**config.mk**
```make
export PLATFORM = sky130hd
export DESIGN_NAME = wakeup_tracker
export DESIGN_NICKNAME = d
export VERILOG_FILES = /design/src/rtl/wt_pkg.sv /design/src/rtl/wt_scoreboard.sv /design/src/rtl/wt_entry.sv /design/src/rtl/wakeup_tracker.sv
export SDC_FILE = /design/constraint.sdc
export NUM_CORES = 1
export LEC_CHECK = 0
export BUFFER_PORTS_ARGS = -buffer_cell sky130_fd_sc_hd__buf_2
export CAP_MARGIN = 10
export CORE_ASPECT_RATIO = 1.2
export CORE_MARGIN = 5
export CORE_UTILIZATION = 60
export CTS_BUF_LIST = sky130_fd_sc_hd__clkbuf_16
export CTS_CLUSTER_DIAMETER = 80
export DETAILED_ROUTE_END_ITERATION = 8
export PLACE_DENSITY = 0.78
export SYNTH_ARGS = -nofsm -noshare
export SYNTH_HDL_FRONTEND = slang
export SYNTH_SLANG_ARGS = --single-unit
```
**constraint.sdc**
```tcl
create_clock -name clk -period 3.31 [get_ports clk]
set_input_delay 0.1655 -clock clk [delete_from_list [all_inputs] [get_ports clk]]
set_output_delay 0.1655 -clock clk [all_outputs]
set_load 0.02 [all_outputs]
```
**src/rtl/wt_pkg.sv**
```systemverilog
package wt_pkg;

  parameter int WT_PREGS_DFLT   = 64;
  parameter int WT_ENTRIES_DFLT = 16;
  parameter int WT_SRCS_DFLT    = 2;
  parameter int WT_TAG_W_DFLT   = 7;

  // A tag names a tracked register only when below the register count.
  function automatic logic wt_tracked(input logic [31:0] tag, input int npregs);
    return tag < 32'(npregs);
  endfunction

endpackage

```
**src/rtl/wt_scoreboard.sv**
```systemverilog
module wt_scoreboard
  import wt_pkg::*;
#(
  parameter int NUM_PREGS = WT_PREGS_DFLT,
  parameter int NUM_SRCS  = WT_SRCS_DFLT,
  parameter int TAG_W     = WT_TAG_W_DFLT
) (
  input  logic             clk,
  input  logic             rst,
  input  logic [TAG_W-1:0] look_tag [NUM_SRCS],
  output logic [NUM_SRCS-1:0] look_avail,
  input  logic             set_en,
  input  logic [TAG_W-1:0] set_tag,
  input  logic             clr_en,
  input  logic [TAG_W-1:0] clr_tag
);
  localparam int IDX_W = $clog2(NUM_PREGS);

  logic [NUM_PREGS-1:0] avail_q, avail_n;

  // Lookup: untracked tags count as available; a same-cycle set bypasses.
  always_comb begin
    for (int s = 0; s < NUM_SRCS; s++) begin
      if (!wt_tracked(32'(look_tag[s]), NUM_PREGS))
        look_avail[s] = 1'b1;
      else
        look_avail[s] = avail_q[look_tag[s][IDX_W-1:0]] |
                        (set_en && (set_tag == look_tag[s]));
    end
  end

  // A new producer's clear takes priority over a same-cycle set.
  always_comb begin
    avail_n = avail_q;
    if (set_en) avail_n[set_tag[IDX_W-1:0]] = 1'b1;
    if (clr_en) avail_n[clr_tag[IDX_W-1:0]] = 1'b0;
  end

  always_ff @(posedge clk) begin
    if (rst) avail_q <= '0;
    else     avail_q <= avail_n;
  end

endmodule

```
**src/rtl/wt_entry.sv**
```systemverilog
module wt_entry
  import wt_pkg::*;
#(
  parameter int NUM_SRCS = WT_SRCS_DFLT,
  parameter int TAG_W    = WT_TAG_W_DFLT
) (
  input  logic                clk,
  input  logic                rst,
  input  logic                ins_we,
  input  logic [TAG_W-1:0]    ins_tag [NUM_SRCS],
  input  logic [NUM_SRCS-1:0] ins_pend,
  input  logic                wake_en,
  input  logic [TAG_W-1:0]    wake_tag,
  input  logic                kill,
  output logic                rdy_o
);
  logic                valid_q, valid_n;
  logic [NUM_SRCS-1:0] pend_q, pend_n;
  logic [TAG_W-1:0]    tag_q [NUM_SRCS];

  always_comb begin
    valid_n = valid_q;
    pend_n  = pend_q;
    if (kill) begin
      valid_n = 1'b0;
      pend_n  = '0;
    end else if (wake_en) begin
      for (int s = 0; s < NUM_SRCS; s++)
        if (tag_q[s] == wake_tag) pend_n[s] = 1'b0;
    end
    if (ins_we) begin
      valid_n = 1'b1;
      pend_n  = ins_pend;
    end
  end

  always_ff @(posedge clk) begin
    if (rst) begin
      valid_q <= 1'b0;
      pend_q  <= '0;
      rdy_o   <= 1'b0;
    end else begin
      valid_q <= valid_n;
      pend_q  <= pend_n;
      rdy_o   <= valid_n && (pend_n == '0);
    end
  end

  // Tags need no reset: they are only looked at while a pending bit is set.
  always_ff @(posedge clk) begin
    if (ins_we) tag_q <= ins_tag;
  end

endmodule

```
**src/rtl/wakeup_tracker.sv**
```systemverilog
module wakeup_tracker
  import wt_pkg::*;
#(
  parameter int NUM_PREGS   = WT_PREGS_DFLT,
  parameter int NUM_ENTRIES = WT_ENTRIES_DFLT,
  parameter int NUM_SRCS    = WT_SRCS_DFLT,
  parameter int TAG_W       = WT_TAG_W_DFLT,
  localparam int SLOT_W     = $clog2(NUM_ENTRIES)
) (
  input  logic                      clk,
  input  logic                      rst,
  input  logic                      ins_valid,
  input  logic [SLOT_W-1:0]         ins_slot,
  input  logic [NUM_SRCS*TAG_W-1:0] ins_src_tag,
  input  logic [NUM_SRCS-1:0]       ins_src_rdy,
  input  logic                      ins_dst_valid,
  input  logic [TAG_W-1:0]          ins_dst_tag,
  input  logic                      cmp_valid,
  input  logic [TAG_W-1:0]          cmp_tag,
  input  logic [NUM_ENTRIES-1:0]    sq_mask,
  output logic [NUM_ENTRIES-1:0]    entry_ready
);
  logic [TAG_W-1:0]    src_tag [NUM_SRCS];
  logic [NUM_SRCS-1:0] src_avail;
  logic [NUM_SRCS-1:0] src_pend;
  logic                wake_hit;
  logic                dst_hit;

  for (genvar s = 0; s < NUM_SRCS; s++) begin : g_src
    assign src_tag[s]  = ins_src_tag[s*TAG_W +: TAG_W];
    assign src_pend[s] = !ins_src_rdy[s] && !src_avail[s];
  end

  assign wake_hit = cmp_valid && wt_tracked(32'(cmp_tag), NUM_PREGS);
  assign dst_hit  = ins_valid && ins_dst_valid &&
                    wt_tracked(32'(ins_dst_tag), NUM_PREGS);

  wt_scoreboard #(
    .NUM_PREGS(NUM_PREGS), .NUM_SRCS(NUM_SRCS), .TAG_W(TAG_W)
  ) sb_i (
    .clk       (clk),
    .rst       (rst),
    .look_tag  (src_tag),
    .look_avail(src_avail),
    .set_en    (wake_hit),
    .set_tag   (cmp_tag),
    .clr_en    (dst_hit),
    .clr_tag   (ins_dst_tag)
  );

  for (genvar e = 0; e < NUM_ENTRIES; e++) begin : g_slot
    wt_entry #(.NUM_SRCS(NUM_SRCS), .TAG_W(TAG_W)) slot_i (
      .clk     (clk),
      .rst     (rst),
      .ins_we  (ins_valid && (ins_slot == SLOT_W'(e))),
      .ins_tag (src_tag),
      .ins_pend(src_pend),
      .wake_en (wake_hit),
      .wake_tag(cmp_tag),
      .kill    (sq_mask[e]),
      .rdy_o   (entry_ready[e])
    );
  end

endmodule

```
Yosys cells after proc, flatten, opt, wreduce, memory -nomap -nowiden --
Cells that the tools add are included.
Word-level totals: register bits after elaboration 352, latch bits 0, bits in writable memories 0, bits in read-only memories 0, input port bits 55, output and inout bits 16, logic and storage cells 331, memories kept 0
Cells by class: add/sub/neg operators 0, multiply operators 0, div/mod/pow operators 0, magnitude comparators 10, equal/unequal tests 49, shift-type cells 0, mux-type cells 124, bitwise logic cells 5, reductions and logical operators 62
Operator list (count):
- $eq 7x7->1 | 34
- $mux 64 | 2
- $mux 2 | 48
- $mux 1 | 70
- $and 64x64->64 | 1
- $not 64->64 | 1
- $or 64x64->64 | 1
- $logic_and 1x1->1 | 41
- $eq 4x4->1 const B | 8
- $logic_not 2->1 | 16
- $lt 6x7->1 const B | 4
- $lt 7x7->1 const B | 4
- $eq 4x3->1 const B | 4
- $bmux 1 s6 | 2
- $demux 1 s6 | 2
- $ge 6x1->1 const B | 2
- $eq 4x2->1 const B | 2
- $eq 4x1->1 const B | 1
- $logic_not 1->1 | 4
- $logic_not 4->1 | 1
- $or 1x1->1 | 2

Longest topological paths before layout --
Gate-level depths: netlist (run 1).
word-level depth 10, depth in mapped cells 9, depth with buffers taken out 7

Cells and area by module --
A second synthesis (run 1) with hierarchy kept.
Unflattened totals: cell total of the unflattened synthesis 1168, area total of the unflattened synthesis 15368.5 sq um
Modules (own cells, without submodules):
- wt_entry | instances 16, cells each 48, area an instance 718.2 sq um, sequential area each 500.5 sq um
- wt_scoreboard | instances 1, cells each 368, area an instance 3704.8 sq um, sequential area each 1281.2 sq um
- wakeup_tracker | instances 1, cells each 32, area an instance 172.7 sq um, sequential area each 0.0 sq um

Least setup slack after synthesis (run 1) --
OpenSTA, ideal clock, no wires.
path type input-to-reg, start point input ins_src_tag[1], end point register g_slot[14].slot_i.rdy_o, library setup time 0.116 ns, data arrival time 2.024 ns, path slack 1.170 ns, stages on the path 8, path buffers 2, cells stage by stage clkbuf_1 > buf_2 > mux4_2 > a21oi_2 > nand4_2 > a211oi_4 > o21ai_1 > and4_1
On the way: longest elaborated chain between the ends 9, elaborated cells between the ends (all ways) 12
Ends and longest elaborated chain:
- start, declared | line wakeup_tracker.sv:14 | input logic [NUM_SRCS*TAG_W-1:0] ins_src_tag,
- $bmux 1 s6 or $eq 7x7->1 (tied branches) | line wt_scoreboard.sv:27, wt_scoreboard.sv:28
- $mux 1 (not written as such) or $logic_and 1x1->1 (tied branches) | line wt_scoreboard.sv:27, wt_scoreboard.sv:28
- $or 1x1->1 | line wt_scoreboard.sv:27 | look_avail[s] = avail_q[look_tag[s][IDX_W-1:0]] |
- $mux 1 * | line wt_scoreboard.sv:24 | if (!wt_tracked(32'(look_tag[s]), NUM_PREGS))
- $logic_not 1->1 * | line wakeup_tracker.sv:31 | assign src_pend[s] = !ins_src_rdy[s] && !src_avail[s];
- $logic_and 1x1->1 * | line wakeup_tracker.sv:31
- $mux 2 * | line wt_entry.sv:31 | if (ins_we) begin
- $logic_not 2->1 * | line wt_entry.sv:45 | rdy_o <= valid_n && (pend_n == '0);
- $logic_and 1x1->1 * | line wt_entry.sv:45
- end signal, assigned | line wt_entry.sv:45
- end, declared | line wt_entry.sv:15 | output logic rdy_o
Every way passes the cells marked *; elsewhere a longest branch is shown, timed or not. The select of a mux whose other input is x is not followed. A chain may end at the register's enable or synchronous reset.

Worst setup path in the final report (run 1) --
start point register sb_i.avail_q[59], end point register g_slot[10].slot_i.rdy_o
On the way: longest elaborated chain between the ends 9, elaborated cells between the ends (all ways) 15
Ends and longest elaborated chain:
- start, declared | line wt_scoreboard.sv:19 | logic [NUM_PREGS-1:0] avail_q, avail_n;
- start signal, assigned | line wt_scoreboard.sv:41 | else avail_q <= avail_n;
- $bmux 1 s6 | line wt_scoreboard.sv:27
- $mux 1 (not written as such) | line wt_scoreboard.sv:27
- $or 1x1->1 | line wt_scoreboard.sv:27
- $mux 1 | line wt_scoreboard.sv:24
- $logic_not 1->1 | line wakeup_tracker.sv:31
- $logic_and 1x1->1 | line wakeup_tracker.sv:31
- $mux 2 * | line wt_entry.sv:31
- $logic_not 2->1 * | line wt_entry.sv:45
- $logic_and 1x1->1 * | line wt_entry.sv:45
- end signal, assigned | line wt_entry.sv:45
- end, declared | line wt_entry.sv:15
Marks and branches as above.

==> summary.md, run 1 <==
| Metric | Value |
|---|---|
| Outcome | finished, final reports clean |
| Clock skew | 0.0170 ns |
| Initial antenna violation count | 0 |
| Routed wire length per instance | 25.5 um |
| Post-synthesis to final-layout area growth | 11.2% |
| Crit path arrival time | 2.84 ns |
| Count of distinct cell types in the synthesized netlist | 54 |
| Share of power burned in combinational logic | 7.5% |
| CP cell instances | mux4_2, a22oi_1, nand4_2, a211oi_4, o21ai_1, and4_1 |
| Worst hold path type | primary input to flop |
| Post-Route WL | 42.7 mm |
| Max incr delay on CP | 0.58 ns |
| Kind of start point of the critical path | flop |
| Category of the worst setup path capture point | flop |
| Maximum achievable frequency | 410 MHz |
| Count of fill cells added during filler insertion | 1,891 |
| Clock latency on the worst-skew pair | 0.51 ns |
| Die Y | 189 um |
| Post-synthesis cell area | 0.0160 mm2 |
| Number of buffer cells added on primary ports | 70 |
| Start-to-end type of the worst setup path | flop to flop |
| Number of top-level pins | 71 |
| Residual DRC | 0 |
| Avg Vias per Cell | 6.59 |
| Hold Vio Cnt, Final | 0 |
| Highest ir drop seen on vdd | 0.401 mV |
| Slew Limit Fails | 0 |
| Net count reported at finish | 1,372 |
| Share of layout cells above drive strength 1 | 14.9% |
| Library cell used as clock root buffer | sky130_fd_sc_hd__clkbuf_16 |
| Count of flip-flops with a built-in enable after synthesis | 224 |
| Cell taking the most area after synthesis | sky130_fd_sc_hd__edfxtp_1 |
| Pre-antenna DRT Iters | 5 |
| Top Layer Used | met4 |
| Cell leakage power | 5.80 nW |
| Average cell area after synthesis | 12.7 um2 |
| Width of the chip | 159 um |
| CP required | 3.71 ns |
| Part of the total power dissipated in the clock network | 40.6% |
| Number of instances in the synthesized netlist | 1,260 |
| Die ar. | 0.0300 mm2 |
| DR WL met2 | 21.7 mm |
| Metal-1 WL | 15.9 mm |
| Switch share | 22.4% |
| Number of placement rows | 65 |
| Total clock buffers created by CTS | 34 |
| Leftover overflow at the end of global routing | 0 |
| Largest cells by area after synthesis | sky130_fd_sc_hd__edfxtp_1, sky130_fd_sc_hd__dfxtp_1, sky130_fd_sc_hd__xnor2_1, sky130_fd_sc_hd__xor2_1, sky130_fd_sc_hd__mux4_2 |
| Setup Viol. Count Final | 0 |
| Pwr per Cell Area | 517 mW/mm2 |
| 1st-iter DRT viols | 1,100 |
| Slowest cell on the critical path | sky130_fd_sc_hd__a211oi_4 |
| Total Routing Usage GR | 28.0% |
| Post-cts sizing count | 0 |
| Antenna-violating nets left | 0 |
| Time the worst path needs with I/O delays and setup | 2.44 ns |
| Worst-path maximum fanout | 8 |
| Fraction of the cycle the final worst path needs | 73.7% |
| Switch Pwr | 0.00206 W |
| Total number of clock tree sinks | 352 |
| Unrepaired setup endpoints after global routing | false |
| Buffer count from post-CTS setup fixing | 0 |
| Finished Cell Area | 0.0177 mm2 |
| Sequential share of power | 51.8% |
| Setup tns final | 0 ns |
| Starting Density | 60.8% |
| Flip-flop and latch count after synthesis | 352 |
| Worst slew slack as a fraction of its limit | 26.3% |
| Worst Max-Slew Pin Slew | 1.10 ns |
| Synth warn | 0 |
| Maximum clock insertion buffer count | 3 |
| Pin count of the biggest net entering global routing | 67 |
| Depth of the CTS H-tree | 2 |
| Routability cong. | 0.949 |
| Vias in the first global route | 11,063 |
| Synthesized netlist net count | 1,315 |
| Via count | 11,037 |
| Number of maximum-capacitance constraint violations | 0 |
| Wire length of the first global-routing pass | 65.5 mm |
| Antenna diode count | 0 |
| Half-perimeter wire length after detailed placement | 28.5 mm |
| Core Footprint | 0.0263 mm2 |
| Clock tree from TritonCTS | done |
| Async S/R FF share, synth | 0% |
| Top-area cell type share of the netlist area | 42.1% |
| Number of buffers inserted by hold repair at cts | 7 |
| Internal Power | 0.00713 W |
| Dominant synthesized flop cell | sky130_fd_sc_hd__edfxtp_1 |
| Clock edge transition at the registers on the reported setup and hold paths | 0.06 ns |
| Proportion of synthesized chip area in sequential cells | 58.2% |
| Placement-stage cell area | 0.0166 mm2 |
| Routed met3 length | 2.73 mm |
area by class of cell:
class	count	area, um2	area share, %
well taps	335	419	2.36
flip-flops and latches	352	9290	52.3
clock buffers	37	926	5.22
repair buffers	119	801	4.51
multi-input cells	784	6060	34.2
inverters	26	97.6	0.550
clock inverters	23	151	0.853
state kept, by name, summed over array words and instances, names as in the netlist:
signal,flops
g_slot.slot_i.pend_q,32
g_slot.slot_i.rdy_o,16
sb_i.avail_q,64
g_slot.slot_i.tag_q,224
g_slot.slot_i.valid_q,16
metrics by stage:
stage	total power [W]	utilization [%]	instances	setup WS (ns)	hold slack (ns)
4_1_cts	0.00922	67.6	1676	0.873	0.000257
5_1_grt	0.00947	67.6	1676	0.680	0.00115
6_report	0.00918	67.6	1676	0.871	0.0149
3_3_place_gp	0.00551	63.2	1609	0.569	0.459
3_5_place_dp	0.00553	63.2	1609	0.496	0.466
2_1_floorplan	0.00526	-	1260	1.17	0.242
per-layer routing:
metal	vias to the layer above	global-route usage (%)
met5	-	0
met4	0	13.4
met3	148	3.78
met2	583	49.0
met1	5419	34.3
li1	4887	-
cell usage after synthesis, drive strengths merged (6+ instances only):
library cell  count
inv              26
a22oi             8
and3              6
mux4             32
a2111oi          21
o21ai            10
nor3b            12
nand4b           10
xor2             74
a211oi           73
and3b             9
edfxtp          224
a21oi            93
nand4            50
and4              9
a31oi            10
and2             10
nand3            29
dfxtp           128
buf              59
nor4b            12
o2111a           11
xnor2           130
or4               8
nand2b           14
nor2b            17
nor3             58
nand2            25
clkbuf           39
nor2             35
final timing paths:
path / startpoint / to / slack [ns] / cells past startpoint
hold / removal: sq_mask[9] / g_slot[9].slot_i.pend_q[0]$_SDFF_PP0_ / 0.01 / 4
setup reg to reg: sb_i.avail_q[59]$_SDFF_PP0_ / g_slot[10].slot_i.rdy_o$_SDFF_PP0_ / 0.87 / 6
setup / recovery: sb_i.avail_q[59]$_SDFF_PP0_ / g_slot[10].slot_i.rdy_o$_SDFF_PP0_ / 0.87 / 6
hold reg to reg: g_slot[0].slot_i.valid_q$_SDFF_PP0_ / g_slot[0].slot_i.valid_q$_SDFF_PP0_ / 0.47 / 2
power by group through the flow:
stage	Sequential (W)	Clock (W)	Combinational [W]
after global routing	0.00476	0.00397	0.000734
after detailed placement	0.00485	0	0.000676
final	0.00476	0.00373	0.000693
after global placement	0.00485	0	0.000665
after CTS	0.00476	0.00377	0.000688
after floorplan	0.00485	0	0.000417
placed cells by master, fill, tap and decap left out, types with 9 or more instances in the layout:
cell type,count
sky130_fd_sc_hd__xnor2_1,130
sky130_fd_sc_hd__a31oi_1,9
sky130_fd_sc_hd__a21oi_1,91
sky130_fd_sc_hd__o2111a_1,11
sky130_fd_sc_hd__xor2_1,74
sky130_fd_sc_hd__nor4b_1,12
sky130_fd_sc_hd__dfxtp_1,128
sky130_fd_sc_hd__nand2_1,25
sky130_fd_sc_hd__mux4_2,26
sky130_fd_sc_hd__clkbuf_16,37
sky130_fd_sc_hd__inv_1,36
sky130_fd_sc_hd__o21ai_1,9
sky130_fd_sc_hd__a2111oi_0,20
sky130_fd_sc_hd__nor2_1,35
sky130_fd_sc_hd__nor2b_1,16
sky130_fd_sc_hd__edfxtp_1,224
sky130_fd_sc_hd__buf_4,38
sky130_fd_sc_hd__nor3_1,58
sky130_fd_sc_hd__and3b_1,9
sky130_fd_sc_hd__buf_2,69
sky130_fd_sc_hd__nand4b_1,10
sky130_fd_sc_hd__a211oi_1,70
sky130_fd_sc_hd__and4_1,9
sky130_fd_sc_hd__nor3b_1,12
sky130_fd_sc_hd__nand3_1,27
sky130_fd_sc_hd__nand2b_1,14
sky130_fd_sc_hd__nand4_1,46
cell families (layout without fill, tap and decap cells):
| group | count (synthesis) | after routing | share of synthesized area (%) |
|---|---|---|---|
| flops | 352 | 352 | 58.2 |
| simple gates | 313 | 313 | 11.8 |
| buf+inv | 124 | 205 | 3.86 |
| mux | 32 | 32 | 4.66 |
| xor+xnor | 204 | 204 | 11.2 |
| compound gates | 235 | 235 | 10.3 |
critical path: cells and delay by family, from the launching register on:
kind,cells,cell delay [ns]
flip-flops,1,0.33
AND/OR/NAND/NOR,2,0.56
multiplexers,1,0.49
AO/OA/AOI/OAI,3,0.95
Power figures use the tool's default switching activity.
==> inputs of run 2 (changes only) <==
--- a/config.mk
+++ b/config.mk
@@ -5,15 +5,16 @@
 export SDC_FILE = /design/constraint.sdc
 export NUM_CORES = 1
 export LEC_CHECK = 0
+export ABC_AREA = 1
 export BUFFER_PORTS_ARGS = -buffer_cell sky130_fd_sc_hd__buf_2
 export CAP_MARGIN = 10
 export CORE_ASPECT_RATIO = 1.2
 export CORE_MARGIN = 5
-export CORE_UTILIZATION = 60
+export CORE_UTILIZATION = 56
 export CTS_BUF_LIST = sky130_fd_sc_hd__clkbuf_16
 export CTS_CLUSTER_DIAMETER = 80
 export DETAILED_ROUTE_END_ITERATION = 8
-export PLACE_DENSITY = 0.78
+export PLACE_DENSITY = 0.76
 export SYNTH_ARGS = -nofsm -noshare
 export SYNTH_HDL_FRONTEND = slang
 export SYNTH_SLANG_ARGS = --single-unit
==> constraint.sdc (replaced) <==
create_clock -name clk -period 2.2 [get_ports clk]
set_input_delay 0.11 -clock clk [delete_from_list [all_inputs] [get_ports clk]]
set_output_delay 0.11 -clock clk [all_outputs]
set_load 0.02 [all_outputs]
==> run 2 against run 1 <==
Effect of this change: first-iteration DRC count is 28% higher; routed wire length is 14% higher; clock-buffer cell count is 1 higher; combinational power is 85% higher; global-route usage is 1.7 points higher; cell area is 3.9% higher; register-to-register slack worse by 0.48 ns; cell count is 28% higher; utilization is 3.2 points lower; clock skew is 0.0011 ns lower; setup slack worse by 0.59 ns; critical path type is now primary input to flop; highest routed layer is now met5.
==> summary.md, run 2 <==
| Metric | Value |
|---|---|
| Outcome | finished, final reports clean |
| Half-perimeter wire length after detailed placement | 31.9 mm |
| Combined area of the multi-input logic cells | 0.00597 mm2 |
| Highest ir drop seen on vdd | 0.628 mV |
| Synthesized netlist net count | 1,677 |
| Count of distinct cell types in the synthesized netlist | 47 |
| Cell taking the most area after synthesis | sky130_fd_sc_hd__edfxtp_1 |
| Setup Viol. Count Final | 0 |
| Largest register by flop count | g_slot.slot_i.tag_q |
| Commonest cells after routing, fill and taps aside | sky130_fd_sc_hd__nand2_1, sky130_fd_sc_hd__edfxtp_1, sky130_fd_sc_hd__nor2_1 |
| Width of the chip | 165 um |
| Cell with the most instances after synthesis | sky130_fd_sc_hd__nand2_1 |
| Clock skew | 0.0158 ns |
| Worst Max-Slew Pin Slew | 1.03 ns |
| Synth warn | 0 |
| Routed wire length per instance | 22.7 um |
| Setup tns final | 0 ns |
| Vias in the first global route | 13,021 |
| Fraction of the cycle the final worst path needs | 87.3% |
| Proportion of synthesized chip area in sequential cells | 57.5% |
| Kind of start point of the critical path | primary input |
| Largest cells by area after synthesis | sky130_fd_sc_hd__edfxtp_1, sky130_fd_sc_hd__dfxtp_1, sky130_fd_sc_hd__nand2_1, sky130_fd_sc_hd__nand3_1, sky130_fd_sc_hd__xnor2_1 |
| Worst-path maximum fanout | 16 |
| Hold Vio Cnt, Final | 0 |
| Worst slew slack as a fraction of its limit | 30.5% |
| CP required | 2.64 ns |
| Post-Route WL | 48.7 mm |
| GR Layer Usage met2 | 48.3% |
| Routability cong. | 0.918 |
| Number of instances in the synthesized netlist | 1,622 |
| Count of fill cells added during filler insertion | 2,227 |
| Seq. cell area | 0.00929 mm2 |
| Total clock buffers created by CTS | 36 |
| Met1 GRT Util | 37.5% |
| Initial antenna violation count | 2 |
| Top flop regs | g_slot.slot_i.tag_q x224, sb_i.avail_q x64, g_slot.slot_i.pend_q x32 |
| Most common library cells after synthesis | sky130_fd_sc_hd__nand2_1, sky130_fd_sc_hd__edfxtp_1, sky130_fd_sc_hd__nor2_1 |
| Share of layout cells above drive strength 1 | 15.2% |
| Maximum achievable frequency | 521 MHz |
| Buffer count from post-CTS setup fixing | 0 |
| Leftover overflow at the end of global routing | 0 |
| Clock edge transition at the registers on the reported setup and hold paths | 0.06 ns |
| Post-synthesis cell area | 0.0162 mm2 |
| Crit path arrival time | 2.36 ns |
| Via count | 13,319 |
| Core Footprint | 0.0287 mm2 |
| Number of buffer cells added on primary ports | 70 |
| Die ar. | 0.0324 mm2 |
| Clock tree from TritonCTS | done |
| Net count reported at finish | 1,786 |
| Top-area cell type share of the netlist area | 41.6% |
| Pin count of the biggest net entering global routing | 63 |
| Flip-flop and latch count after synthesis | 352 |
| Pwr per Cell Area | 790 mW/mm2 |
| Maximum clock insertion buffer count | 3 |
| Dominant synthesized flop cell | sky130_fd_sc_hd__edfxtp_1 |
| Number of placement rows | 68 |
| Antenna-violating nets left | 0 |
| Total Routing Usage GR | 29.7% |
| Fraction of met3 tracks used by global routing | 4.73% |
| Time the worst path needs with I/O delays and setup | 1.92 ns |
| Avg Vias per Cell | 6.21 |
| Start-to-end type of the worst setup path | primary input to flop |
| Count of flip-flops with a built-in enable after synthesis | 224 |
| Fraction of the core area covered by cells at the end of the flow | 64.3% |
| Unrepaired setup endpoints after global routing | false |
| Flip-flop count of the largest register after layout | 224 |
| Pre-antenna DRT Iters | 7 |
| Category of the worst setup path capture point | flop |
| Number of maximum-capacitance constraint violations | 0 |
| Starting Density | 56.4% |
| Average cell area after synthesis | 9.97 um2 |
| Post-synthesis to final-layout area growth | 14.1% |
| Depth of the CTS H-tree | 2 |
| Slew Limit Fails | 0 |
| Cell leakage power | 6.81 nW |
| Library cell used as clock root buffer | sky130_fd_sc_hd__clkbuf_16 |
| Most frequent standard cell in the layout excluding fill and tap cells | sky130_fd_sc_hd__nand2_1 |
| Die Y | 196 um |
| Total number of clock tree sinks | 352 |
| Number of top-level pins | 71 |
| Residual DRC | 0 |
| 1st-iter DRT viols | 1,405 |
| Wire length of the first global-routing pass | 73.2 mm |
| Busiest layer in global routing | met2 |
| Clock latency on the worst-skew pair | 0.52 ns |
| Async S/R FF share, synth | 0% |
| Worst hold path type | primary input to flop |
run 2: changes by cell type in the layout (fill, tap and decap cells not counted), sizes merged, moves of 46 or more:
| cell | before | now |
|---|---|---|
| xnor2 | 130 | 78 |
| nor2 | 35 | 155 |
| nand3 | 29 | 158 |
| o21ai | 10 | 85 |
| nand2 | 25 | 260 |
| inv | 37 | 89 |
| a211oi | 73 | 13 |
| xor2 | 74 | 28 |
run 2: per-stage QoR:
stage | cell area, um2 | hold WS (ns) | power (W) | setup WS [ns] | std cells
after floorplan | 16200 | 0.191 | 0.00802 | 0.0859 | 1622
after global placement | 17100 | 0.433 | 0.00849 | 0.324 | 2059
after detailed placement | 17100 | 0.441 | 0.00852 | 0.283 | 2059
after CTS | 18400 | 0.00335 | 0.0146 | 0.364 | 2144
after global routing | 18400 | 0.00296 | 0.0150 | 0.236 | 2145
final | 18400 | 0.0127 | 0.0146 | 0.279 | 2145
run 2: worst paths after layout:
| check | start | endpoint | slack (ns) | depth (start not counted) |
|---|---|---|---|---|
| setup reg to reg | sb_i.avail_q[7]$_SDFF_PP0_ | g_slot[10].slot_i.rdy_o$_SDFF_PP0_ | 0.39 | 10 |
| setup / recovery | ins_src_tag[2] | g_slot[10].slot_i.rdy_o$_SDFF_PP0_ | 0.28 | 11 |
| hold / removal | ins_src_tag[11] | g_slot[10].slot_i.tag_q[4]$_DFFE_PP_ | 0.01 | 1 |
| hold reg to reg | g_slot[0].slot_i.valid_q$_SDFF_PP0_ | g_slot[0].slot_i.valid_q$_SDFF_PP0_ | 0.49 | 2 |
run 2: power breakdown:
part / switching, W / internal, W
Combinational: 0.000894 / 0.000389
Clock: 0.00252 / 0.00361
Sequential: 0.0000431 / 0.00712
Total: 0.00345 / 0.0111
run 2: kinds of logic (layout without fill, tap and decap cells):
kind of cell,count (synthesis),after routing,synth area share [%]
simple gates,687,687,20.0
flops,352,352,57.5
compound gates,302,302,11.0
buf+inv,175,312,5.80
xor+xnor,106,106,5.74
other cells,0,1,0
run 2: critical path, cell delays in order:
cell and delay [ns]:
sky130_fd_sc_hd__dlygate4sd3_1 0.53, sky130_fd_sc_hd__buf_2 0.22, sky130_fd_sc_hd__inv_1 0.37, sky130_fd_sc_hd__nand3_1 0.18
sky130_fd_sc_hd__nand2_1 0.11, sky130_fd_sc_hd__nand2_1 0.07, sky130_fd_sc_hd__nand3_2 0.09, sky130_fd_sc_hd__nand3_4 0.25
sky130_fd_sc_hd__nand4_1 0.22, sky130_fd_sc_hd__nand2_1 0.07, sky130_fd_sc_hd__nor2_1 0.13
run 2: per-layer routing:
metal,vias up,wire (um)
met5,-,13
met4,2,3220
met3,221,5050
met2,845,23100
met1,6283,17400
li1,5968,-
run 2: what timing repair did:
item / 4_1_cts / 5_1_grt
gates resized for setup: 0 / 0
hold buffers: 19 / 0
endpoints found under the setup margin: 0 / 0
endpoints found under the hold margin: 43 / 0
run 2: final cells by class:
class / count / share of cell area, %
sequential: 352 / 50.4
inverter: 77 / 1.63
clock buffer: 38 / 5.16
tap: 385 / 2.61
timing repair buffer: 169 / 6.59
antenna: 1 / 0.0136
multi-input combinational: 1095 / 32.4
clock inverter: 28 / 1.26
==> inputs of run 3 (changes only) <==
--- a/config.mk
+++ b/config.mk
@@ -9,12 +9,10 @@
 export BUFFER_PORTS_ARGS = -buffer_cell sky130_fd_sc_hd__buf_2
 export CAP_MARGIN = 10
 export CORE_ASPECT_RATIO = 1.2
-export CORE_MARGIN = 5
-export CORE_UTILIZATION = 56
+export CORE_UTILIZATION = 40
 export CTS_BUF_LIST = sky130_fd_sc_hd__clkbuf_16
 export CTS_CLUSTER_DIAMETER = 80
 export DETAILED_ROUTE_END_ITERATION = 8
-export PLACE_DENSITY = 0.76
 export SYNTH_ARGS = -nofsm -noshare
 export SYNTH_HDL_FRONTEND = slang
 export SYNTH_SLANG_ARGS = --single-unit
==> run 3 against run 2 <==
Effect of this change: setup slack gained 0.062 ns; cell count is 7.4% higher; fmax increased by 3.3%; critical endpoint is now g_slot[12].slot_i.pend_q[0]$_SDFF_PP0_; largest power group unchanged.
==> summary.md, run 3 (synthesis gave the netlist of run 2 again) <==
| Metric | Value |
|---|---|
| Number of placement rows | 80 |
| Via count | 13,078 |
| Routed wire length per instance | 22.0 um |
| Core Footprint | 0.0398 mm2 |
| Buf+Inv Stages, Crit Path | 4 |
| Post-cts sizing count | 0 |
| Wire length of the first global-routing pass | 76.1 mm |
| Buffer count from post-CTS setup fixing | 0 |
| Number of maximum-capacitance constraint violations | 0 |
| Maximum clock insertion buffer count | 3 |
| Largest register by flop count | g_slot.slot_i.tag_q |
| Starting Density | 40.6% |
| Post-synthesis to final-layout area growth | 15.8% |
| Net count reported at finish | 1,795 |
| Depth of the CTS H-tree | 2 |
| Crit path arrival time | 2.32 ns |
| Initial antenna violation count | 5 |
| Cell with the most instances on the worst path | sky130_fd_sc_hd__buf_4 |
| CP required | 2.66 ns |
| Avg Vias per Cell | 5.68 |
| Half-perimeter wire length after detailed placement | 33.9 mm |
| Number of cells on the worst reg-to-reg path | 10 |
| Die ar. | 0.0412 mm2 |
| Cell leakage power | 6.86 nW |
| Slowest cell on the critical path | sky130_fd_sc_hd__dlygate4sd3_1 |
| Fraction of the cycle the final worst path needs | 84.5% |
| Library cell used as clock root buffer | sky130_fd_sc_hd__clkbuf_16 |
| Flip-flop count of the largest register after layout | 224 |
| Worst slew slack as a fraction of its limit | 28.2% |
| Top flop regs | g_slot.slot_i.tag_q x224, sb_i.avail_q x64, g_slot.slot_i.pend_q x32 |
| Share of layout cells above drive strength 1 | 15.3% |
| Destination of the worst hold path | sb_i.avail_q[6]$_SDFF_PP0_ |
| Number of buffer cells added on primary ports | 70 |
| Width of the chip | 186 um |
| Most frequent standard cell in the layout excluding fill and tap cells | sky130_fd_sc_hd__nand2_1 |
| Maximum achievable frequency | 538 MHz |
| Post-Route WL | 50.7 mm |
| Hold Vio Cnt, Final | 0 |
| Time the worst path needs with I/O delays and setup | 1.86 ns |
| Kind of start point of the critical path | primary input |
| Antenna-violating nets left | 0 |
| Pre-antenna DRT Iters | 7 |
| Setup Viol. Count Final | 0 |
| CP delay by family, top | buffers and inverters |
| Clock skew | 0.0161 ns |
| Pin count of the biggest net entering global routing | 63 |
| Worst hold path type | primary input to flop |
| Critical register-to-register path endpoint | g_slot[15].slot_i.rdy_o$_SDFF_PP0_ |
| Hold path startpoint | ins_dst_tag[5] |
| Highest ir drop seen on vdd | 0.488 mV |
| Critical path depth in cells | 9 |
| Leftover overflow at the end of global routing | 0 |
| Worst-path maximum fanout | 18 |
| Worst R2R Setup Slack | 0.48 ns |
| Vias in the first global route | 12,543 |
| Setup slack of the critical path after layout | 0.341 ns |
| Total clock buffers created by CTS | 38 |
| Category of the worst setup path capture point | flop |
| Die Y | 222 um |
| Worst hold stages | 5 |
| Total number of clock tree sinks | 352 |
| Commonest cells after routing, fill and taps aside | sky130_fd_sc_hd__nand2_1, sky130_fd_sc_hd__edfxtp_1, sky130_fd_sc_hd__nor2_1 |
| Routability cong. | 0.862 |
| Slew Limit Fails | 0 |
| Clock tree from TritonCTS | done |
| Setup tns final | 0 ns |
| Count of fill cells added during filler insertion | 3,787 |
| Clock latency on the worst-skew pair | 0.55 ns |
| Pwr per Cell Area | 791 mW/mm2 |
| Residual DRC | 0 |
| Source of the worst register-to-register timing path | sb_i.avail_q[28]$_SDFF_PP0_ |
| Number of top-level pins | 71 |
| 1st-iter DRT viols | 1,353 |
| CP cell instances | dlygate4sd3_1, buf_2, buf_4, xor2_1, nor3_2, a21oi_4, buf_4, nand4_1, a21oi_1 |
| Worst Max-Slew Pin Slew | 1.07 ns |
| Clock edge transition at the registers on the reported setup and hold paths | 0.06 ns |
| Unrepaired setup endpoints after global routing | false |
| Outcome | finished, final reports clean |
| Max incr delay on CP | 0.59 ns |
| Start-to-end type of the worst setup path | primary input to flop |
| Pre-CTS worst setup slack | 0.184 ns |
| Total Routing Usage GR | 24.9% |
==> run 3: cell types whose count changed in the layout (fill, tap and decap cells not counted), moves of 2 or more <==
cell                            delta
sky130_fd_sc_hd__clkinv_2          -3
sky130_fd_sc_hd__clkinv_8          +2
sky130_fd_sc_hd__inv_1             +4
sky130_fd_sc_hd__buf_4             +5
sky130_fd_sc_hd__buf_12            -2
sky130_fd_sc_hd__dlygate4sd3_1     +4
sky130_fd_sc_hd__clkbuf_16         +2
==> run 3: what timing repair did <==
item | in CTS | in global routing
setup endpoints to repair | 0 | 0
hold buffers | 23 | 0
endpoints found under the hold margin | 64 | 0
==> run 3: cell type report <==
type / count / area (um2) / share of cell area, %
sequential: 352 / 9290 / 49.6
multi-input combinational: 1095 / 5970 / 31.9
timing repair buffer: 176 / 1250 / 6.70
clock buffer: 40 / 1000 / 5.35
tap: 533 / 667 / 3.56
inverter: 77 / 302 / 1.61
clock inverter: 30 / 239 / 1.28
antenna: 1 / 2.50 / 0.0134
==> run 3: report_power, final <==
group	internal (W)	switching (W)	total [W]	leakage, nW
logic	0.000390	0.000896	0.00129	3.16
registers	0.00712	0.0000406	0.00716	3.06
clock network	0.00367	0.00270	0.00636	0.650
total	0.0112	0.00363	0.0148	6.86
==> run 3: per-stage QoR <==
stage	std cells	cell area (um2)	power (W)	util [%]	hold WS (ns)
floorplan	1622	16200	0.00802	-	0.191
global placement	2210	17300	0.00852	43.3	0.426
detailed placement	2210	17300	0.00854	43.3	0.437
CTS	2303	18700	0.0149	47.0	0.0175
global route	2303	18700	0.0152	47.0	0.0599
finish	2304	18700	0.0148	47.0	0.0324
==> run 3: worst max path at each step <==
stage	end	startpoint
after global routing	g_slot[12].slot_i.rdy_o$_SDFF_PP0_	ins_src_tag[2]
after detailed placement	g_slot[3].slot_i.rdy_o$_SDFF_PP0_	cmp_tag[6]
final	g_slot[12].slot_i.pend_q[0]$_SDFF_PP0_	ins_src_tag[2]
after global placement	g_slot[3].slot_i.rdy_o$_SDFF_PP0_	cmp_tag[6]
after floorplan	g_slot[12].slot_i.rdy_o$_SDFF_PP0_	ins_slot[0]
after CTS	g_slot[12].slot_i.pend_q[0]$_SDFF_PP0_	ins_src_tag[2]
==> run 3: layer usage <==
metal	global-route usage, %	up-vias	wire length (um)
met3	3.82	133	3620
met1	32.5	6372	20700
met5	0	-	38
met4	9.62	6	1800
met2	41.4	580	24600
li1	-	5987	-
==> run 3: worst reg2reg max path: cells and delay by family, from the launching register on <==
kind | cells | cell delay, ns
simple gates | 10 | 1.25
flops | 1 | 0.39
